$ cat config.mk
export PLATFORM = sky130hd
export DESIGN_NAME = ddr_tbi_serializer
export DESIGN_NICKNAME = d
export VERILOG_FILES = /design/src/rtl/tbi_ser_pkg.sv /design/src/rtl/tbi_half_capture.sv /design/src/rtl/tbi_word_fifo2.sv /design/src/rtl/tbi_lane_serializer.sv /design/src/rtl/tbi_byte_strobe.sv /design/src/rtl/ddr_tbi_serializer.sv
export SDC_FILE = /design/constraint.sdc
export NUM_CORES = 1
export LEC_CHECK = 0
export BUFFER_PORTS_ARGS = -buffer_cell sky130_fd_sc_hd__buf_2
export CORE_MARGIN = 3
export CORE_UTILIZATION = 60
export DETAILED_ROUTE_END_ITERATION = 12
export PLACE_DENSITY = 0.78
export SLEW_MARGIN = 0
export SYNTH_ARGS = -nofsm -noshare
export SYNTH_HDL_FRONTEND = slang
export SYNTH_SLANG_ARGS = --single-unit
$ cat constraint.sdc
create_clock -name clk -period 2.7 [get_ports clk]
set_input_delay 0.27 -clock clk [delete_from_list [all_inputs] [get_ports clk]]
set_output_delay 0.27 -clock clk [all_outputs]
set_load 0.01 [all_outputs]
$ cat src/rtl/tbi_ser_pkg.sv
package tbi_ser_pkg;
    localparam int HALF_W = 5;
    localparam int WORD_W = 2 * HALF_W;

    typedef enum logic [0:0] {
        CAP_WAIT_LO,
        CAP_WAIT_HI
    } cap_state_e;

    typedef enum logic [1:0] {
        SER_IDLE,
        SER_PRIME,
        SER_SHIFT
    } ser_state_e;
endpackage

$ cat src/rtl/tbi_half_capture.sv
module tbi_half_capture
    import tbi_ser_pkg::*;
#(
    parameter int HW          = HALF_W,
    parameter int SYNC_STAGES = 2
) (
    input  logic            clk,
    input  logic            rst_n,
    input  logic            cap_clk,
    input  logic [HW-1:0]   half_in,
    output logic            push,
    output logic [2*HW-1:0] word
);
    localparam int WW = 2 * HW;

    logic [SYNC_STAGES:0] clk_pipe;
    logic [HW-1:0]        data_pipe [SYNC_STAGES];
    logic [HW-1:0]        half_al;
    logic [HW-1:0]        lo_q;
    logic                 edge_rise;
    logic                 edge_fall;
    cap_state_e           state_q;
    cap_state_e           state_d;

    // clock sampler and matching data delay line
    always_ff @(posedge clk) begin
        if (!rst_n) begin
            clk_pipe <= '0;
            for (int k = 0; k < SYNC_STAGES; k++) begin
                data_pipe[k] <= '0;
            end
        end else begin
            clk_pipe     <= {clk_pipe[SYNC_STAGES-1:0], cap_clk};
            data_pipe[0] <= half_in;
            for (int k = 1; k < SYNC_STAGES; k++) begin
                data_pipe[k] <= data_pipe[k-1];
            end
        end
    end

    assign half_al   = data_pipe[SYNC_STAGES-1];
    assign edge_rise = clk_pipe[SYNC_STAGES-1] & ~clk_pipe[SYNC_STAGES];
    assign edge_fall = ~clk_pipe[SYNC_STAGES-1] & clk_pipe[SYNC_STAGES];

    // state register
    always_ff @(posedge clk) begin
        if (!rst_n) begin
            state_q <= CAP_WAIT_LO;
            lo_q    <= '0;
        end else begin
            state_q <= state_d;
            if (edge_rise) begin
                lo_q <= half_al;
            end
        end
    end

    // next state
    always_comb begin
        state_d = state_q;
        unique case (state_q)
            CAP_WAIT_LO: if (edge_rise) state_d = CAP_WAIT_HI;
            CAP_WAIT_HI: begin
                if (edge_rise)      state_d = CAP_WAIT_HI;
                else if (edge_fall) state_d = CAP_WAIT_LO;
            end
            default:                state_d = CAP_WAIT_LO;
        endcase
    end

    // outputs
    always_comb begin
        push = (state_q == CAP_WAIT_HI) && edge_fall;
        word = WW'({half_al, lo_q});
    end
endmodule

$ cat src/rtl/tbi_word_fifo2.sv
module tbi_word_fifo2 #(
    parameter int W = 10
) (
    input  logic         clk,
    input  logic         rst_n,
    input  logic         push,
    input  logic [W-1:0] push_data,
    input  logic         pop,
    output logic         has_word,
    output logic [W-1:0] head
);
    localparam int DEPTH = 2;

    logic [W-1:0] mem [DEPTH];
    logic         wr_ptr;
    logic         rd_ptr;
    logic [1:0]   count;
    logic         do_push;
    logic         do_pop;

    assign do_pop  = pop && (count != 2'd0);
    assign do_push = push && ((count != 2'd2) || do_pop);

    always_ff @(posedge clk) begin
        if (!rst_n) begin
            wr_ptr <= 1'b0;
            rd_ptr <= 1'b0;
            count  <= 2'd0;
            for (int k = 0; k < DEPTH; k++) begin
                mem[k] <= '0;
            end
        end else begin
            if (do_push) begin
                mem[wr_ptr] <= push_data;
                wr_ptr      <= ~wr_ptr;
            end
            if (do_pop) begin
                rd_ptr <= ~rd_ptr;
            end
            count <= count + {1'b0, do_push} - {1'b0, do_pop};
        end
    end

    assign has_word = (count != 2'd0);
    assign head     = mem[rd_ptr];
endmodule

$ cat src/rtl/tbi_lane_serializer.sv
module tbi_lane_serializer
    import tbi_ser_pkg::*;
#(
    parameter int   W         = WORD_W,
    parameter int   PRIME_CYC = 4,
    parameter logic IDLE_LVL  = 1'b1
) (
    input  logic         clk,
    input  logic         rst_n,
    input  logic         has_word,
    input  logic [W-1:0] head,
    input  logic         loop_en,
    output logic         pop,
    output logic         ser_bit,
    output logic         shifting,
    output logic         last_bit
);
    localparam int CW = $clog2(W);
    localparam int PW = $clog2(PRIME_CYC + 1);

    ser_state_e    state_q;
    ser_state_e    state_d;
    logic [CW-1:0] bit_cnt;
    logic [PW-1:0] prime_cnt;
    logic [W-1:0]  shreg;
    logic          prime_done;

    assign prime_done = (prime_cnt == PW'(PRIME_CYC - 1));
    assign last_bit   = (state_q == SER_SHIFT) && (bit_cnt == CW'(W - 1));

    // next state
    always_comb begin
        state_d = state_q;
        pop     = 1'b0;
        unique case (state_q)
            SER_IDLE: begin
                if (has_word) state_d = SER_PRIME;
            end
            SER_PRIME: begin
                if (prime_done) begin
                    state_d = SER_SHIFT;
                    pop     = 1'b1;
                end
            end
            SER_SHIFT: begin
                if (last_bit) begin
                    if (has_word) begin
                        state_d = SER_SHIFT;
                        pop     = 1'b1;
                    end else begin
                        state_d = SER_IDLE;
                    end
                end
            end
            default: state_d = SER_IDLE;
        endcase
    end

    // state register and datapath
    always_ff @(posedge clk) begin
        if (!rst_n) begin
            state_q   <= SER_IDLE;
            bit_cnt   <= '0;
            prime_cnt <= '0;
            shreg     <= '0;
        end else begin
            state_q <= state_d;
            if (state_q == SER_PRIME) begin
                prime_cnt <= prime_cnt + 1'b1;
            end else begin
                prime_cnt <= '0;
            end
            if (pop) begin
                shreg   <= head;
                bit_cnt <= '0;
            end else if (state_q == SER_SHIFT) begin
                shreg   <= {1'b0, shreg[W-1:1]};
                bit_cnt <= bit_cnt + 1'b1;
            end
        end
    end

    // outputs
    always_comb begin
        shifting = (state_q == SER_SHIFT);
        if (loop_en || !shifting) begin
            ser_bit = IDLE_LVL;
        end else begin
            ser_bit = shreg[0];
        end
    end
endmodule

$ cat src/rtl/tbi_byte_strobe.sv
module tbi_byte_strobe #(
    parameter int DIV = 10
) (
    input  logic clk,
    input  logic rst_n,
    output logic stb
);
    localparam int DW = $clog2(DIV);

    logic [DW-1:0] cnt;

    always_ff @(posedge clk) begin
        if (!rst_n) begin
            cnt <= '0;
        end else if (cnt == DW'(DIV - 1)) begin
            cnt <= '0;
        end else begin
            cnt <= cnt + 1'b1;
        end
    end

    assign stb = (cnt == DW'(DIV - 1));
endmodule

$ cat src/rtl/ddr_tbi_serializer.sv
module ddr_tbi_serializer
    import tbi_ser_pkg::*;
#(
    parameter int NCH         = 4,
    parameter int HW          = HALF_W,
    parameter int SHARED_CH   = 2,
    parameter int PRIME_CYC   = 4,
    parameter int SYNC_STAGES = 2
) (
    input  logic              clk,
    input  logic              rst_n,
    input  logic              clk_sel,
    input  logic [NCH-1:0]    tx_clk,
    input  logic [NCH*HW-1:0] tx_half,
    input  logic              lpbk_all,
    input  logic [NCH-1:0]    lpbk_ch,
    input  logic [NCH-1:0]    rate_match_en,
    input  logic              ref_tick,
    output logic [NCH-1:0]    ser_out,
    output logic [NCH-1:0]    rx_byte_stb
);
    localparam int WW = 2 * HW;

    logic [NCH-1:0] cap_clk;
    logic [NCH-1:0] lane_shifting;
    logic [NCH-1:0] lane_last;
    logic [NCH-1:0] lane_has;
    logic           div_stb;

    tbi_byte_strobe #(.DIV(WW)) u_div (
        .clk   (clk),
        .rst_n (rst_n),
        .stb   (div_stb)
    );

    for (genvar i = 0; i < NCH; i++) begin : g_lane
        logic          push;
        logic [WW-1:0] word;
        logic [WW-1:0] head;
        logic          pop;

        assign cap_clk[i] = clk_sel ? tx_clk[i] : tx_clk[SHARED_CH];

        tbi_half_capture #(.HW(HW), .SYNC_STAGES(SYNC_STAGES)) u_cap (
            .clk     (clk),
            .rst_n   (rst_n),
            .cap_clk (cap_clk[i]),
            .half_in (tx_half[i*HW +: HW]),
            .push    (push),
            .word    (word)
        );

        tbi_word_fifo2 #(.W(WW)) u_buf (
            .clk       (clk),
            .rst_n     (rst_n),
            .push      (push),
            .push_data (word),
            .pop       (pop),
            .has_word  (lane_has[i]),
            .head      (head)
        );

        tbi_lane_serializer #(.W(WW), .PRIME_CYC(PRIME_CYC), .IDLE_LVL(1'b1)) u_ser (
            .clk      (clk),
            .rst_n    (rst_n),
            .has_word (lane_has[i]),
            .head     (head),
            .loop_en  (lpbk_all | lpbk_ch[i]),
            .pop      (pop),
            .ser_bit  (ser_out[i]),
            .shifting (lane_shifting[i]),
            .last_bit (lane_last[i])
        );

        assign rx_byte_stb[i] = rate_match_en[i] ? ref_tick : div_stb;
    end
endmodule

== Word-level counts from Yosys, hierarchy flattened ==
Memories as Yosys holds them, arrays and structs flattened. A register that Yosys moved wholly into a read port is not among the register bits.
Index checks and enable logic that the tools add are counted.
Widths: inputs -> output; s select.
Operators by class
  muxes and demuxes: 113
  reductions and logical operators: 57
  add/sub/neg operators: 17
  bitwise logic cells: 41
  eq/ne operators: 33
Operators with widths (count)
  $mux 10: 12
  $mux 1: 65
  $mux 5: 8
  $reduce_or 10->1: 4
  $mux 2: 16
  $ne 2x2->1 const B: 12
  $pmux 2 s3: 4
  $not 1->1: 21
  $add 4x1->4 const B: 5
  $eq 4x4->1 const B: 5
  $logic_and 1x1->1: 16
  $pmux 1 s2: 8
  $reduce_bool 2->1: 8
  $add 3x1->3 const B: 4
  $eq 3x2->1 const B: 4
  $or 1x1->1: 12
  $reduce_and 3->1: 4
  $reduce_or 2->1: 5
  $add 2x1->2: 4
  $and 1x1->1: 8
  $eq 2x1->1 const B: 4
  $eq 2x2->1 const B: 4
  $logic_not 2->1: 4
  $logic_or 1x1->1: 8
  other kinds (4): 16
Storage, ports and cells
  memories: 8
  RAM bits: 120
  flip-flop bits (word level): 132
  input bits: 37
  word-level logic and storage cells: 310
  output and inout port bits: 8
Memory list
  g_lane[0].u_buf.mem: depth 2, bits a word 10, rd ports 1, clocked after memory_dff 1, wr ports 2, RTL line tbi_word_fifo2.sv:14  | logic [W-1:0] mem [DEPTH];
  g_lane[1].u_buf.mem: depth 2, bits a word 10, rd ports 1, clocked after memory_dff 1, wr ports 2, RTL line tbi_word_fifo2.sv:14
  g_lane[2].u_buf.mem: depth 2, bits a word 10, rd ports 1, clocked after memory_dff 1, wr ports 2, RTL line tbi_word_fifo2.sv:14
  g_lane[3].u_buf.mem: depth 2, bits a word 10, rd ports 1, clocked after memory_dff 1, wr ports 2, RTL line tbi_word_fifo2.sv:14
  g_lane[0].u_cap.data_pipe: depth 2, bits a word 5, rd ports 2, clocked after memory_dff 0, wr ports 2, RTL line tbi_half_capture.sv:17  | logic [HW-1:0] data_pipe [SYNC_STAGES];
  g_lane[1].u_cap.data_pipe: depth 2, bits a word 5, rd ports 2, clocked after memory_dff 0, wr ports 2, RTL line tbi_half_capture.sv:17
  +2 memories

== Longest topological paths before layout ==
  depth in word-level cells: 12
  depth in mapped cells: 10
  gate-level depth less buffers: 9

== Hierarchy ==
Synthesis repeated with hierarchy kept, for this count alone.
Second synthesis, totals
  cell total of the unflattened synthesis: 1015
  area total of the unflattened synthesis: 11678.7 sq um
By module, submodules not included
  tbi_word_fifo2: area an instance 1141.1 sq um, instances 4, cells an instance 78, seq. area each 700.7 sq um
  tbi_lane_serializer: area an instance 1056.0 sq um, instances 4, cells an instance 108, seq. area each 380.4 sq um
  tbi_half_capture: area an instance 649.4 sq um, instances 4, cells an instance 60, seq. area each 380.4 sq um
  tbi_byte_strobe: area an instance 188.9 sq um, instances 1, cells an instance 20, seq. area each 80.1 sq um
  ddr_tbi_serializer: area an instance 103.8 sq um, instances 1, cells an instance 11, seq. area each 0.0 sq um

== Worst setup path before layout ==
No wires, ideal clock.
  path kind: reg-to-reg
  start: reg g_lane[1].u_ser.state_q[0]
  end: mem g_lane[1].u_buf.mem[1][0] (enable)
  path slack: 0.163 ns
  arrival: 2.146 ns
  path buffers: 0
  stages on the path, launching flop included: 7
  clock period less this slack: 2.537 ns
  data required time: 2.309 ns
  library setup time: 0.391 ns
  cells stage by stage: dfxtp_1 inv_1 ha_1 nand2_1 o2111a_1 or2_0 o21ai_0
RTL lines
  start: declaration: RTL line tbi_lane_serializer.sv:21  | ser_state_e state_q;
  start signal: assignment: RTL line tbi_lane_serializer.sv:67  | state_q <= state_d;
  end: declaration: RTL line tbi_word_fifo2.sv:14

== Worst setup path in the final report ==
  start: reg g_lane[2].u_ser.state_q[0]
  end: out ser_out[2]
Between the ends
  longest elaborated chain between the ends: 4
RTL lines
  start: declaration: RTL line tbi_lane_serializer.sv:21
  start signal: assignment: RTL line tbi_lane_serializer.sv:67
  $eq 2x2->1: RTL line tbi_lane_serializer.sv:85  | shifting = (state_q == SER_SHIFT);
  $logic_not 1->1: RTL line tbi_lane_serializer.sv:86  | if (loop_en || !shifting) begin
  $logic_or 1x1->1: RTL line tbi_lane_serializer.sv:86
  $mux 1: RTL line tbi_lane_serializer.sv:86
  end: declaration: RTL line ddr_tbi_serializer.sv:19  | output logic [NCH-1:0] ser_out,
Every way passes these cells.

==> impl_metrics.json <==
{
  "synth_cell_type_count": 51,
  "pre_cts_slack_ps": 332,
  "instances_no_fill": 1296,
  "insertion_delay_ps": 520,
  "ant_nets": 0,
  "hold_class": "primary input to register",
  "cts-root-buf": "clkbuf_16",
  "clock_path_buffers": 3,
  "synth_edf_count": 80,
  "synth.yosys.seq_area_share": 0.541,
  "cts.repair.resized": 0,
  "criticalPathCategory": "register to output pin",
  "cts_tree": "done",
  "wire_per_inst_um": 13.4,
  "grt_pass1_vias": 6508,
  "drt_iter0_markers": 338,
  "p_total_mw": 8.65,
  "fillCellCount": 1268,
  "io_buffers": 44,
  "yosys-top-cells-count": "dfxtp_1, and2_1, mux2i_1, edfxtp_1, nand2_1",
  "area_growth_pct": 13.9,
  "synthFlopType": "dfxtp_1",
  "fin_crit_ps": 2490,
  "setup.worst_path.start": "g_lane[2].u_ser.state_q[0]$_SDFFE_PN0P_",
  "antenna_cells": 0,
  "grt_setup_unrepaired": "no",
  "required_ps": 2430,
  "startpoint_type": "register",
  "cts_htree_levels": 1,
  "ys_ff_latch": 256,
  "routed_wirelength_um": 17300,
  "worst-path-max-fanout": 18,
  "power.leakage_nw": 5.18,
  "die_x_um": 141,
  "num_io_pins": 45,
  "place_inst": 1227,
  "finalSetupViolCount": 0,
  "syn-num-nets": 1071,
  "syn_inst": 996,
  "fmaxAchievable_mhz": 401,
  "drcViolationCount": 0,
  "hold_slack_ps": 13.8,
  "clkSlewWorstSetupHoldPaths_ps": 60,
  "antenna_found_initial": 0,
  "outcome": "finished clean",
  "end_kind": "output pin",
  "grt_usage": 0.176,
  "cap_violations": 0,
  "regToRegSetupSlack_ps": 330,
  "min_period_over_period": 0.923,
  "grt_pass1_wl_um": 30200,
  "vias_per_cell": 5.21,
  "core_region_area_mm2": 0.0176,
  "first_pass_iters": 5,
  "fin_skew_ps": 6.92,
  "relSlewSlack": 0.565,
  "hp-start": "tx_clk[2]",
  "multi_input_area_mm2": 0.00463,
  "pwr_density_cell_mw_per_mm2": 693,
  "vias": 6754,
  "ir_drop_mv": 0.651,
  "hold_viol_final": 0,
  "place.gp.congestion": 0.777,
  "start_util": 0.623,
  "dp_hpwl_um": 11500,
  "ys_warn_count": 0,
  "timing.rr.start": "g_lane[1].u_ser.state_q[1]$_SDFFE_PN0P_",
  "worst_slack_ps": 208,
  "grt_start_max_net_pins": 59,
  "syn_area_per_cell_um2": 11.0,
  "slew_viol_final": 0,
  "numClockSinks": 256,
  "netlist_area_mm2": 0.0110,
  "die_area_mm2": 0.0199,
  "layout-drive-gt1-share": 0.130,
  "grt_overflow": 0,
  "synth_most_common_cell": "dfxtp_1",
  "die_y_um": 141,
  "nNetsFinal": 1126,
  "core.rowCount": 48,
  "fin_setup_tns_ps": 0,
  "tightest_slew_ps": 652,
  "cts_buffers": 26,
  "yosys.area.top_type": "dfxtp_1",
  "seq_area_mm2": 0.00593,
  "ys_top_cells_by_area": "dfxtp_1, edfxtp_1, and2_1",
  "cp.arrival_ps": 2220,
  "async_flop_share": 0,
  "synth_top_area_frac": 0.321
}
[path summary, 6_finish.rpt]
path / endpoint / depth (start not counted)
setup / recovery: ser_out[2] / 5
hold / removal: g_lane[2].u_cap.clk_pipe[0]$_SDFF_PN0_ / 2
setup reg to reg: g_lane[1].u_buf.mem[0][2]$_SDFFCE_PN0P_ / 7
hold reg to reg: g_lane[0].u_ser.prime_cnt[0]$_SDFF_PN0_ / 1
[logic make-up (layout without fill, tap and decap cells)]
group                    after synthesis  after routing  synth area share
AO/OA/AOI/OAI                         89             89            0.0595
XOR/XNOR                              20             20            0.0160
adder cells (fa/ha/maj)               41             41            0.0461
buffers and inverters                 92            167            0.0367
flip-flops                           256            256             0.541
multiplexers                         104            104            0.0975
AND/OR/NAND/NOR                      394            394             0.204
[cell usage in the layout, fill, tap and decap left out, drive strengths merged, types with 3 or more instances in the layout]
| master | netlist | layout |
|---|---|---|
| dfxtp | 176 | 176 |
| and2 | 133 | 133 |
| mux2i | 82 | 82 |
| edfxtp | 80 | 80 |
| nand2 | 76 | 76 |
| buf | 28 | 66 |
| clkbuf | 32 | 39 |
| nor2 | 38 | 38 |
| ha | 38 | 38 |
| nand3 | 35 | 35 |
| inv | 32 | 33 |
| nor2b | 31 | 31 |
| and3 | 31 | 31 |
| o21ai | 26 | 26 |
| mux2 | 22 | 22 |
| dlygate4sd3 | 0 | 21 |
| o211a | 20 | 20 |
| xnor2 | 11 | 11 |
| a21oi | 10 | 10 |
| xor2 | 9 | 9 |
| and4 | 8 | 8 |
| nand3b | 8 | 8 |
| nand4 | 6 | 6 |
| o31ai | 6 | 6 |
| clkinv | 0 | 6 |
| a21boi | 5 | 5 |
| nand4b | 4 | 4 |
| or4b | 4 | 4 |
| a222oi | 4 | 4 |
| nand2b | 4 | 4 |
| nor3b | 3 | 3 |
| nor3 | 3 | 3 |
| o21a | 3 | 3 |
| maj3 | 3 | 3 |
| o211ai | 3 | 3 |
| or3 | 3 | 3 |
| and3b | 3 | 3 |
| a21o | 3 | 3 |
| o2111ai | 3 | 3 |
[critical path: stages (launching register included)]
cell,delay [ps]
dfxtp_1,330
inv_1,160
ha_1,190
buf_4,260
or4b_2,600
buf_2,160
[per-layer routing]
layer | track usage | vias up | routed length [um]
li1 | - | 3550 | -
met1 | 0.244 | 3089 | 8280
met2 | 0.294 | 90 | 8170
met3 | 0.0302 | 25 | 662
met4 | 0.0372 | 0 | 223
met5 | 0 | - | 0
[registers in the layout, summed over array words and instances (netlist names), 8 cells and up, named ones only]
signal,cells
g_lane.u_ser.shreg,40
g_lane.u_cap.data_pipe,40
g_lane.u_buf.count,8
g_lane.u_cap.lo_q,20
g_lane.u_ser.state_q,8
g_lane.u_ser.bit_cnt,16
g_lane.u_buf.mem,80
g_lane.u_cap.clk_pipe,12
g_lane.u_ser.prime_cnt,12
[cell type report]
cell class / instances / area share
sequential: 256 / 0.475
multi-input combinational: 648 / 0.371
clock buffer: 39 / 0.0650
timing repair buffer: 87 / 0.0489
tap: 225 / 0.0226
inverter: 32 / 0.00962
clock inverter: 9 / 0.00792
[stage by stage]
| step | cell area, um2 | utilization |
|---|---|---|
| 5_1_grt | 12500 | 0.709 |
| 3_3_place_gp | 11400 | 0.646 |
| 6_report | 12500 | 0.709 |
| 3_5_place_dp | 11400 | 0.646 |
| 2_1_floorplan | 11000 | - |
| 4_1_cts | 12500 | 0.709 |
[report_power, final]
group          internal, mW  total, mW  switching (mW)
sequential             4.11       4.21          0.0939
combinational         0.332      0.758           0.426
clock                  2.27       3.68            1.42
total                  6.71       8.65            1.94
[what timing repair did]
item,4_1_cts,5_1_grt
hold buffers,21,0
buffers inserted,0,0
setup endpoints to repair,0,0
endpoints found under the hold margin,21,0
Power figures use the tool's default switching activity.
